[config.mk]
export PLATFORM = sky130hd
export DESIGN_NAME = synth_i2c_regbank
export DESIGN_NICKNAME = d
export VERILOG_FILES = /design/src/rtl/synth_i2c_pkg.sv /design/src/rtl/i2c_line_watch.sv /design/src/rtl/i2c_slave_ctrl.sv /design/src/rtl/i2c_ctl_regs.sv /design/src/rtl/synth_i2c_regbank.sv
export SDC_FILE = /design/constraint.sdc
export NUM_CORES = 1
export LEC_CHECK = 0
export ABC_AREA = 0
export BUFFER_PORTS_ARGS = -buffer_cell sky130_fd_sc_hd__buf_2
export CAP_MARGIN = 20
export CELL_PAD_IN_SITES_DETAIL_PLACEMENT = 0
export CELL_PAD_IN_SITES_GLOBAL_PLACEMENT = 1
export CORE_UTILIZATION = 45
export DETAILED_ROUTE_END_ITERATION = 10
export PLACE_DENSITY = 0.74
export RECOVER_POWER = 50
export SETUP_SLACK_MARGIN = 0.3
export SLEW_MARGIN = 10
export SYNTH_ARGS = -nofsm -noshare
export SYNTH_HDL_FRONTEND = slang
export SYNTH_HIERARCHICAL = 1
export SYNTH_SLANG_ARGS = --single-unit
export TNS_END_PERCENT = 5
[constraint.sdc]
create_clock -name clk -period 3.3 [get_ports clk]
set_clock_uncertainty 0.1 [all_clocks]
set_input_delay 0.495 -clock clk [delete_from_list [all_inputs] [get_ports clk]]
set_output_delay 0.495 -clock clk [all_outputs]
set_load 0.03 [all_outputs]
[src/rtl/synth_i2c_pkg.sv]
package synth_i2c_pkg;
    localparam int          BYTE_W      = 8;
    localparam logic [5:0]  DEV_ADDR_HI = 6'b110001;

    typedef enum logic [3:0] {
        ST_IDLE,
        ST_ADDR,
        ST_ADDR_ACK,
        ST_SUB,
        ST_SUB_ACK,
        ST_DATA,
        ST_DATA_ACK,
        ST_TX,
        ST_TX_ACK,
        ST_IGNORE
    } ctrl_state_e;
endpackage

[src/rtl/i2c_line_watch.sv]
module i2c_line_watch (
    input  logic clk,
    input  logic rst_n,
    input  logic scl_i,
    input  logic sda_i,
    output logic scl_s,
    output logic sda_s,
    output logic scl_rise,
    output logic scl_fall,
    output logic start_ev,
    output logic stop_ev
);
    typedef struct packed {
        logic [1:0] scl_sync;
        logic [1:0] sda_sync;
        logic       scl_prev;
        logic       sda_prev;
    } watch_t;

    watch_t w_d, w_q;

    always_comb begin
        w_d          = w_q;
        w_d.scl_sync = {w_q.scl_sync[0], scl_i};
        w_d.sda_sync = {w_q.sda_sync[0], sda_i};
        w_d.scl_prev = w_q.scl_sync[1];
        w_d.sda_prev = w_q.sda_sync[1];
    end

    always_ff @(posedge clk or negedge rst_n) begin
        if (!rst_n) w_q <= '1;
        else        w_q <= w_d;
    end

    assign scl_s    = w_q.scl_sync[1];
    assign sda_s    = w_q.sda_sync[1];
    assign scl_rise = scl_s & ~w_q.scl_prev;
    assign scl_fall = ~scl_s & w_q.scl_prev;
    assign start_ev = scl_s & w_q.scl_prev & w_q.sda_prev & ~sda_s;
    assign stop_ev  = scl_s & w_q.scl_prev & ~w_q.sda_prev & sda_s;
endmodule

[src/rtl/i2c_slave_ctrl.sv]
module i2c_slave_ctrl
    import synth_i2c_pkg::*;
#(
    parameter int N_REGS  = 4,
    parameter int AVI_BIT = 3,
    parameter int DI_BIT  = 4,
    localparam int PTR_W  = $clog2(N_REGS)
) (
    input  logic              clk,
    input  logic              rst_n,
    input  logic              sda_s,
    input  logic              scl_rise,
    input  logic              scl_fall,
    input  logic              start_ev,
    input  logic              stop_ev,
    input  logic              strap_i,
    input  logic [BYTE_W-1:0] status_i,
    output logic              sda_pull_o,
    output logic              alarm_dis_o,
    output logic              wr_en_o,
    output logic [PTR_W-1:0]  wr_idx_o,
    output logic [BYTE_W-1:0] wr_data_o
);
    typedef struct packed {
        ctrl_state_e       state;
        logic [3:0]        cnt;
        logic [BYTE_W-1:0] sh;
        logic              pull;
        logic [PTR_W-1:0]  ptr;
        logic              avi;
        logic              di;
        logic              ack_seen;
        logic              wr_en;
        logic [PTR_W-1:0]  wr_idx;
        logic [BYTE_W-1:0] wr_data;
    } ctrl_t;

    ctrl_t c_d, c_q;
    logic [BYTE_W-1:0] rx_byte;
    logic              addr_hit;

    always_comb begin
        c_d       = c_q;
        c_d.wr_en = 1'b0;
        rx_byte   = {c_q.sh[BYTE_W-2:0], sda_s};
        addr_hit  = (c_q.sh[BYTE_W-1:1] == {DEV_ADDR_HI, ~strap_i});
        if (start_ev) begin
            c_d.state = ST_ADDR;
            c_d.cnt   = '0;
            c_d.pull  = 1'b0;
        end else if (stop_ev) begin
            c_d.state = ST_IDLE;
            c_d.cnt   = '0;
            c_d.pull  = 1'b0;
        end else begin
            case (c_q.state)
                ST_ADDR: begin
                    if (scl_rise) begin
                        c_d.sh  = rx_byte;
                        c_d.cnt = c_q.cnt + 4'd1;
                    end else if (scl_fall && c_q.cnt == 4'd8) begin
                        c_d.cnt = '0;
                        if (addr_hit) begin
                            c_d.pull  = 1'b1;
                            c_d.state = ST_ADDR_ACK;
                        end else begin
                            c_d.state = ST_IGNORE;
                        end
                    end
                end
                ST_ADDR_ACK: begin
                    if (scl_fall) begin
                        c_d.cnt = '0;
                        if (c_q.sh[0]) begin
                            c_d.state = ST_TX;
                            c_d.pull  = ~status_i[BYTE_W-1];
                            c_d.sh    = {status_i[BYTE_W-2:0], 1'b0};
                        end else begin
                            c_d.state = ST_SUB;
                            c_d.pull  = 1'b0;
                        end
                    end
                end
                ST_SUB: begin
                    if (scl_rise) begin
                        c_d.sh  = rx_byte;
                        c_d.cnt = c_q.cnt + 4'd1;
                        if (c_q.cnt == 4'd7) begin
                            c_d.ptr = rx_byte[PTR_W-1:0];
                            c_d.avi = rx_byte[AVI_BIT];
                            c_d.di  = rx_byte[DI_BIT];
                        end
                    end else if (scl_fall && c_q.cnt == 4'd8) begin
                        c_d.cnt   = '0;
                        c_d.pull  = 1'b1;
                        c_d.state = ST_SUB_ACK;
                    end
                end
                ST_SUB_ACK, ST_DATA_ACK: begin
                    if (scl_fall) begin
                        c_d.pull  = 1'b0;
                        c_d.cnt   = '0;
                        c_d.state = ST_DATA;
                    end
                end
                ST_DATA: begin
                    if (scl_rise) begin
                        c_d.sh  = rx_byte;
                        c_d.cnt = c_q.cnt + 4'd1;
                        if (c_q.cnt == 4'd7) begin
                            c_d.wr_en   = 1'b1;
                            c_d.wr_idx  = c_q.ptr;
                            c_d.wr_data = rx_byte;
                            if (c_q.avi) c_d.ptr = c_q.ptr + 1'b1;
                        end
                    end else if (scl_fall && c_q.cnt == 4'd8) begin
                        c_d.cnt   = '0;
                        c_d.pull  = 1'b1;
                        c_d.state = ST_DATA_ACK;
                    end
                end
                ST_TX: begin
                    if (scl_rise) begin
                        c_d.cnt = c_q.cnt + 4'd1;
                    end else if (scl_fall) begin
                        if (c_q.cnt == 4'd8) begin
                            c_d.pull  = 1'b0;
                            c_d.cnt   = '0;
                            c_d.state = ST_TX_ACK;
                        end else begin
                            c_d.pull = ~c_q.sh[BYTE_W-1];
                            c_d.sh   = {c_q.sh[BYTE_W-2:0], 1'b0};
                        end
                    end
                end
                ST_TX_ACK: begin
                    if (scl_rise) begin
                        c_d.ack_seen = ~sda_s;
                    end else if (scl_fall) begin
                        c_d.cnt = '0;
                        if (c_q.ack_seen) begin
                            c_d.state = ST_TX;
                            c_d.pull  = ~status_i[BYTE_W-1];
                            c_d.sh    = {status_i[BYTE_W-2:0], 1'b0};
                        end else begin
                            c_d.state = ST_IGNORE;
                            c_d.pull  = 1'b0;
                        end
                    end
                end
                default: begin
                    c_d.pull = 1'b0;
                end
            endcase
        end
    end

    always_ff @(posedge clk or negedge rst_n) begin
        if (!rst_n) begin
            c_q       <= '0;
            c_q.state <= ST_IDLE;
        end else begin
            c_q <= c_d;
        end
    end

    assign sda_pull_o  = c_q.pull;
    assign alarm_dis_o = c_q.di;
    assign wr_en_o     = c_q.wr_en;
    assign wr_idx_o    = c_q.wr_idx;
    assign wr_data_o   = c_q.wr_data;

    // an unmatched or finished transfer never pulls the line
    a_r2_silent_when_ignoring: assert property (@(posedge clk) disable iff (!rst_n)
        (c_q.state == ST_IGNORE) |-> !c_q.pull);

    // the drive is only switched on after an SCL falling edge
    a_r7_pull_after_scl_fall: assert property (@(posedge clk) disable iff (!rst_n)
        $rose(c_q.pull) |-> $past(scl_fall));

    // with auto-increment a write moves the pointer on by one (wrapping)
    a_r5_ptr_advances: assert property (@(posedge clk) disable iff (!rst_n)
        (c_q.wr_en && c_q.avi) |-> (c_q.ptr == PTR_W'($past(c_q.ptr) + 1'b1)));

    // without auto-increment a write leaves the pointer where it was
    a_r6_ptr_holds: assert property (@(posedge clk) disable iff (!rst_n)
        (c_q.wr_en && !c_q.avi) |-> (c_q.ptr == $past(c_q.ptr)));

    // the alarm-disable flag only moves while a sub-address byte is received
    a_r3_flag_from_subaddr: assert property (@(posedge clk) disable iff (!rst_n)
        (c_q.di != $past(c_q.di)) |-> ($past(c_q.state) == ST_SUB));
endmodule

[src/rtl/i2c_ctl_regs.sv]
module i2c_ctl_regs #(
    parameter int N_REGS = 4,
    parameter int W      = 8,
    localparam int PTR_W = $clog2(N_REGS)
) (
    input  logic                   clk,
    input  logic                   rst_n,
    input  logic                   wr_en,
    input  logic [PTR_W-1:0]       wr_idx,
    input  logic [W-1:0]           wr_data,
    output logic [N_REGS-1:0][W-1:0] regs_o
);
    logic [N_REGS-1:0][W-1:0] regs_d, regs_q;

    always_comb begin
        regs_d = regs_q;
        if (wr_en) regs_d[wr_idx] = wr_data;
    end

    always_ff @(posedge clk or negedge rst_n) begin
        if (!rst_n) regs_q <= '0;
        else        regs_q <= regs_d;
    end

    assign regs_o = regs_q;

    for (genvar gi = 0; gi < N_REGS; gi++) begin : g_hold
        // a register changes only after a write aimed at it
        a_r9_hold_without_write: assert property (@(posedge clk) disable iff (!rst_n)
            !(wr_en && wr_idx == PTR_W'(gi)) |=> (regs_q[gi] == $past(regs_q[gi])));
    end
endmodule

[src/rtl/synth_i2c_regbank.sv]
module synth_i2c_regbank
    import synth_i2c_pkg::*;
(
    input  logic       clk,
    input  logic       rst_n,
    input  logic       scl_i,
    input  logic       sda_i,
    output logic       sda_pull_o,
    input  logic       strap_i,
    input  logic [7:0] status_i,
    output logic [7:0] reg_a_o,
    output logic [7:0] reg_b_o,
    output logic [7:0] reg_c_o,
    output logic [7:0] reg_d_o,
    output logic       alarm_dis_o
);
    localparam int N_REGS = 4;
    localparam int PTR_W  = $clog2(N_REGS);

    logic scl_s, sda_s, scl_rise, scl_fall, start_ev, stop_ev;
    logic                     wr_en;
    logic [PTR_W-1:0]         wr_idx;
    logic [BYTE_W-1:0]        wr_data;
    logic [N_REGS-1:0][BYTE_W-1:0] regs;

    i2c_line_watch u_watch (
        .clk      (clk),
        .rst_n    (rst_n),
        .scl_i    (scl_i),
        .sda_i    (sda_i),
        .scl_s    (scl_s),
        .sda_s    (sda_s),
        .scl_rise (scl_rise),
        .scl_fall (scl_fall),
        .start_ev (start_ev),
        .stop_ev  (stop_ev)
    );

    i2c_slave_ctrl #(.N_REGS(N_REGS)) u_ctrl (
        .clk         (clk),
        .rst_n       (rst_n),
        .sda_s       (sda_s),
        .scl_rise    (scl_rise),
        .scl_fall    (scl_fall),
        .start_ev    (start_ev),
        .stop_ev     (stop_ev),
        .strap_i     (strap_i),
        .status_i    (status_i),
        .sda_pull_o  (sda_pull_o),
        .alarm_dis_o (alarm_dis_o),
        .wr_en_o     (wr_en),
        .wr_idx_o    (wr_idx),
        .wr_data_o   (wr_data)
    );

    i2c_ctl_regs #(.N_REGS(N_REGS), .W(BYTE_W)) u_regs (
        .clk     (clk),
        .rst_n   (rst_n),
        .wr_en   (wr_en),
        .wr_idx  (wr_idx),
        .wr_data (wr_data),
        .regs_o  (regs)
    );

    assign reg_a_o = regs[0];
    assign reg_b_o = regs[1];
    assign reg_c_o = regs[2];
    assign reg_d_o = regs[3];

    // scl_s is unused beyond edge detection here
    logic unused_scl;
    assign unused_scl = scl_s;
endmodule

After elaboration in Yosys (flattened, before gate mapping)
Index checks and enable logic that the tools add are counted.
- register bits after elaboration: 71
- input port bits: 13
- output and inout bits: 34
- word-level logic and storage cells: 158
- add/subtract/negate cells: 2
- $lt $le $gt $ge: 2
- equality and inequality tests: 46
- mux-type cells: 55
- bitwise operators: 16
- reduce and logical (&&, ||, !) cells: 17
- operators with widths (cell ; number):
    $mux W8 ; 12
    $mux W17 ; 4
    $pmux W8 S7 ; 1
    $mux W11 ; 5
    $mux W4 ; 12
    $ne A4 B3 Y1 const B ; 9
    $bwmux W32 ; 1
    $pmux W8 S4 ; 1
    $ne A5 B4 Y1 const B ; 5
    $reduce_and A11 Y1 ; 2
    $eq A4 B3 Y1 const B ; 5
    $ne A4 B4 Y1 const B ; 5
    $ne A2 B1 Y1 const B ; 9
    $demux W8 S2 ; 1
    $reduce_and A14 Y1 ; 1
    $reduce_and A12 Y1 ; 1
    $mux W1 ; 11
    $ne A2 B2 Y1 const B ; 5
    $reduce_and A10 Y1 ; 1
    $reduce_and A5 Y1 ; 2
    $mux W9 ; 1
    $not A1 Y1 ; 9
    $reduce_bool A9 Y1 ; 1
    $eq A4 B2 Y1 const B ; 2
    21 further kinds ; 32

Logic depth before layout (Yosys ltp)
- depth after elaboration: 8
- mapped depth: 7
- gate-level depth less buffers: 7

By module
Netlist, hierarchy kept.
- modules (own cells, without submodules) (module ; instances ; cells an instance ; area each (µm²)):
    i2c_slave_ctrl ; 1 ; 205 ; 2110.8
    i2c_ctl_regs ; 1 ; 68 ; 1212.4
    i2c_line_watch ; 1 ; 10 ; 190.2

Worst setup path after synthesis
OpenSTA, ideal clock, no wires.
- path type: reg-to-reg
- start: register u_watch.w_q, in the netlist u_watch/sda_s
- end: register u_ctrl/c_q[29] in the netlist's numbering
- library setup time: 125 ps
- data arrival time: 2015 ps
- required time: 3075 ps
- slack: 1060 ps
- stages on the path, launching flop included: 8
- path buffers: 1
- clock period less this slack: 2240 ps
- cell sequence: dfstp_2 > and4b_1 > or2_2 > clkbuf_2 > nor4_1 > a211o_1 > nor3_2 > mux2_2
- RTL lines (what ; line ; RTL):
    start, declared ; i2c_line_watch.sv:20 ; watch_t w_d, w_q;
    start signal, assigned ; i2c_line_watch.sv:32 ; else w_q <= w_d;
    $and A1 B1 Y1 * ; i2c_line_watch.sv:40 ; assign stop_ev = scl_s & w_q.scl_prev & ~w_q.sda_prev & sda_s;
    via stop_ev ; synth_i2c_regbank.sv:20 ; logic scl_s, sda_s, scl_rise, scl_fall, start_ev, stop_ev;
    $reduce_bool A9 Y1 (no line) (tied with other cells) ; -- ;
    $reduce_and A14 Y1 (no line) or $mux W8 (tied branches) ; -- ;
    end, declared ; i2c_slave_ctrl.sv:38 ; ctrl_t c_d, c_q;
The timed path passes the listed nets; every way through them passes the cells marked *.
A chain may end at the register's enable or synchronous reset.

Worst setup path in the final report
- start: register u_ctrl/c_q[29] in the netlist's numbering
- end: register u_ctrl.c_q, in the netlist u_ctrl/wr_data_o[2]
- longest elaborated chain between the ends: 2
- ends and longest elaborated chain (what ; line ; RTL):
    $eq A4 B3 Y1 ; i2c_slave_ctrl.sv:56 ; case (c_q.state)
    $reduce_and A5 Y1 (no line) ; -- ;
No other way between the ends.

==> metrics.md <==
| Metric | Value |
|---|---|
| Gates resized, CTS repair | 0 |
| FF-to-FF Start | u_ctrl/c_q[29] |
| Routed wire length | 6900 microns |
| # fillers | 648 |
| Number of nets at the end of the flow | 337 |
| F_max | 0.370 GHz |
| Mapped Area | 3510 sq um |
| Leading cell types by total area after synthesis | dfrtp_1 46%, mux2_2 19%, dfstp_2 4.5%, buf_4 2.1%, o21ai_0 1.7% |
| Residual DRC | 0 |
| Multiplexer area fraction after synthesis | 20.7% |
| Reg2reg end | u_ctrl/wr_data_o[2] |
| Crit path max fanout | 18 |
| Combinational family with the most area after synthesis | multiplexers |
| Count of pins over their slew limit | 72 |
| Clock Sink Count | 71 |
| Starting DRC count in detailed routing | 142 |
| Remaining global-route overflow | 0 |
| GRT Total Usage | 18.5% |
| Clock Path Buffers | 2 |
| Met2 track demand over resource | 28.2% |
| Startpoint kind of the worst setup timing path | flip-flop |
| Number of vias per cell | 5.46 |
| Cells after synthesis | 283 |
| Vias after detailed routing | 2319 |
| Worst path required time | 3.41 ns |
| Async set-or-reset flop fraction in the synthesized netlist | 100% |
| Number of max-cap violations | 1 |
| Critical path, cell by cell | inv_1 -> nor4_1 -> and3_1 -> mux2_2 |
| N_diodes | 0 |
| Share of cells above drive strength 1 | 43.6% |
| Arrival time reported for the critical path endpoint | 2.82 ns |
| Worst supply voltage drop on vdd | 0.268 mV |
| Number of nets produced by synthesis | 298 |
| Hold slack | 0.157 ns |
| Final setup violation count | 0 |
| Pin count of the biggest net entering global routing | 72 |
| Primary flip-flop cell chosen by synthesis mapping | dfrtp_1 |
| Number of buffers inserted for hold repair after clock tree synthesis | 0 |
| Result of the run | finished with violations |
| Leading cell types by count after synthesis | 65 x dfrtp_1, 58 x mux2_2, 13 x nand2_1 |
| Share of the synthesized area in the top cell type | 46.3% |
| Warnings, synthesis | 6 |
| Number of antenna violations at the first check in global routing | 0 |
| Post-synthesis adder-cell area fraction | 0.712% |
| Final Hold Vio Count | 0 |
| Type of the worst setup path | flip-flop to flip-flop |
| Post-synthesis xor/xnor area fraction | 0.499% |
| Met3 GRT Util | 3.54% |
| Slowest-stage cell, CP | dfrtp_1 |
| Worst reg-to-reg setup slack | 0.60 ns |
| HP Start | sda_i |
| Violations in the final reports | max-capacitance violations, max-slew violations |
| Number of search-and-repair iterations in the first detailed-routing pass | 4 |
| TritonCTS clock tree | built |
| Die span in y | 90.4 microns |
| Worst Hold Endpoint | u_watch/w_d[3] |
| Worst slew slack as a fraction of its limit | -13.4% |
| Count of input and output buffers | 46 |
| Deepest level of the CTS H-tree | 3 |
| Count of standard-cell rows | 31 |
| Inserted Clock Buffers | 9 |
| Final critical path time including I/O delays and setup | 2.70 ns |
| Die area | 8160 sq um |
| Worst hold path type | input pin to flip-flop |
| Global routing met1 resource utilization | 26.3% |
| Clock latency of the later-clocked register in the worst-skew pair | 0.33 ns |
| Worst-case reg-to-reg path depth | 4 |
| Reported leakage power | 1.93 nW |
| Global placement routability congestion | 0.872 |
| Wire length of the first global-routing pass | 11900 microns |
| DR WL/cell | 16.2 microns |
| Syn avg cell area | 12.4 sq um |
| Setup TNS | 0 ns |
| Final clock period utilization by the worst path | 81.9% |
| Longest individual stage delay on the worst path | 0.67 ns |
| Initial core utilization | 47.4% |
| I/O Pins | 47 |
| Most numerous cell in the Yosys netlist | dfrtp_1 |
| Register bit total from synthesis | 71 |
| Vias in the first global route | 2355 |
| Top Usage Layer GRT | met2 |
| Die outline width | 90.4 microns |
| Relative area change from synthesis to final layout | 11.6% |
| Kind of capture point of the worst setup path | flip-flop |
| Detailed placement HPWL | 4890 microns |
| Count of flip-flops with a built-in enable after synthesis | 0 |
| Area of the core | 7410 sq um |
| Setup repair after global routing missed its margin | false |
| Clock-pin slew of the registers on the worst-case setup and hold paths | 0.07 ns |
| Power density of the placed cells | 634 nW/um^2 |
| Sequential-to-total area share from yosys stat | 50.8% |
| Fraction of the mapped netlist area in compound gates | 9.15% |
| Cell chosen for the clock root | clkbuf_8 |
| Slew at the pin closest to its max-slew limit | 1.70 ns |
| Count of unique library cells instantiated by Yosys | 60 |
| Post-synthesis share of cell area spent on and, or, nand and nor gates | 12.7% |
| Cell type contributing the most total cell area after synthesis | dfrtp_1 |
| Final antenna-violating net count | 0 |
| Number of buffers inserted to repair setup after CTS | 0 |
| Number of stages on the worst hold path | 1 |
## layer usage
metal / wire length (microns) / share of wire (%) / vias up
li1: - / - / 1107
met1: 3330 / 48 / 1140
met2: 3130 / 45 / 62
met3: 310 / 4.5 / 10
met4: 126 / 1.8 / 0
met5: 0 / 0 / -
## layout make-up
type / count / area, sq um / area share [%]
tap: 99 / 124 / 3.16
timing repair buffer: 50 / 258 / 6.57
clock buffer: 10 / 138 / 3.51
multi-input combinational: 182 / 1530 / 39.0
inverter: 8 / 30.0 / 0.766
sequential: 71 / 1780 / 45.5
clock inverter: 5 / 57.6 / 1.47
## stage by stage
step,util (%),cells,instance area (sq um),power [mW],worst slack (ns)
final,52.9,425,3920,2.49,0.598
after global routing,52.9,425,3920,2.63,0.323
after CTS,53.1,425,3930,2.51,0.574
after detailed placement,50.5,410,3740,1.81,0.607
after global placement,50.5,410,3740,1.81,0.724
after floorplan,-,283,3510,1.67,1.06
## cell usage in the layout (no fill, tap or decap), types with 3 or more instances in the layout
cell | Yosys | routed
dfstp_2 | 6 | 4
inv_1 | 8 | 8
nor2_1 | 8 | 8
dfrtp_1 | 65 | 65
nand2b_1 | 5 | 5
a21oi_1 | 11 | 11
and4b_1 | 4 | 4
mux2i_1 | 3 | 3
buf_4 | 10 | 3
mux2_4 | 3 | 3
nand2_1 | 13 | 13
nor4_1 | 4 | 4
mux2_2 | 58 | 58
buf_2 | 6 | 46
clkbuf_8 | 0 | 10
a31oi_1 | 3 | 3
o21ai_0 | 12 | 12
nor2b_1 | 7 | 7
nor4b_1 | 3 | 3
## kinds of logic (layout without fill, tap and decap cells)
family,count (synthesis),count (layout)
AO/OA/AOI/OAI,46,46
XOR/XNOR,2,2
adder cells (fa/ha/maj),2,2
buffers and inverters,30,73
flip-flops,71,71
multiplexers,64,64
AND/OR/NAND/NOR,68,68
## critical path: cells and delay by family (launching register included)
family                 cells  cell delay [ns]
buffers and inverters      1             0.18
and+or+nand+nor            2             1.23
muxes                      1             0.40
DFF                        1             0.67
## sequential cells by signal, indices dropped and copies added, names as in the netlist
register,count
u_ctrl/alarm_dis_o,1
u_ctrl/c_q,20
u_ctrl/sda_pull_o,1
u_ctrl/wr_data_o,8
u_ctrl/wr_en_o,1
u_ctrl/wr_idx_o,2
u_regs/regs_o,32
u_watch/scl_s,1
u_watch/sda_s,1
u_watch/w_d,2
u_watch/w_q,2
## worst max-delay path by stage
stage                               from                  end  slack (ns)
after CTS                 u_ctrl/c_q[29]  u_ctrl/wr_data_o[2]        0.57
after floorplan            u_watch/sda_s       u_ctrl/c_q[29]        1.06
after detailed placement  u_ctrl/c_q[29]   u_ctrl/wr_idx_o[0]        0.61
final                     u_ctrl/c_q[29]  u_ctrl/wr_data_o[2]        0.60
after global routing      u_ctrl/c_q[29]   u_ctrl/wr_idx_o[0]        0.32
after global placement    u_ctrl/c_q[29]  u_ctrl/wr_data_o[1]        0.72
## report_power, final
group	switching (mW)	internal, mW	leakage, nW
registers	0.160	0.959	0.944
logic	0.333	0.351	0.878
clock network	0.316	0.367	0.103
(Power assumes the default switching activity.)
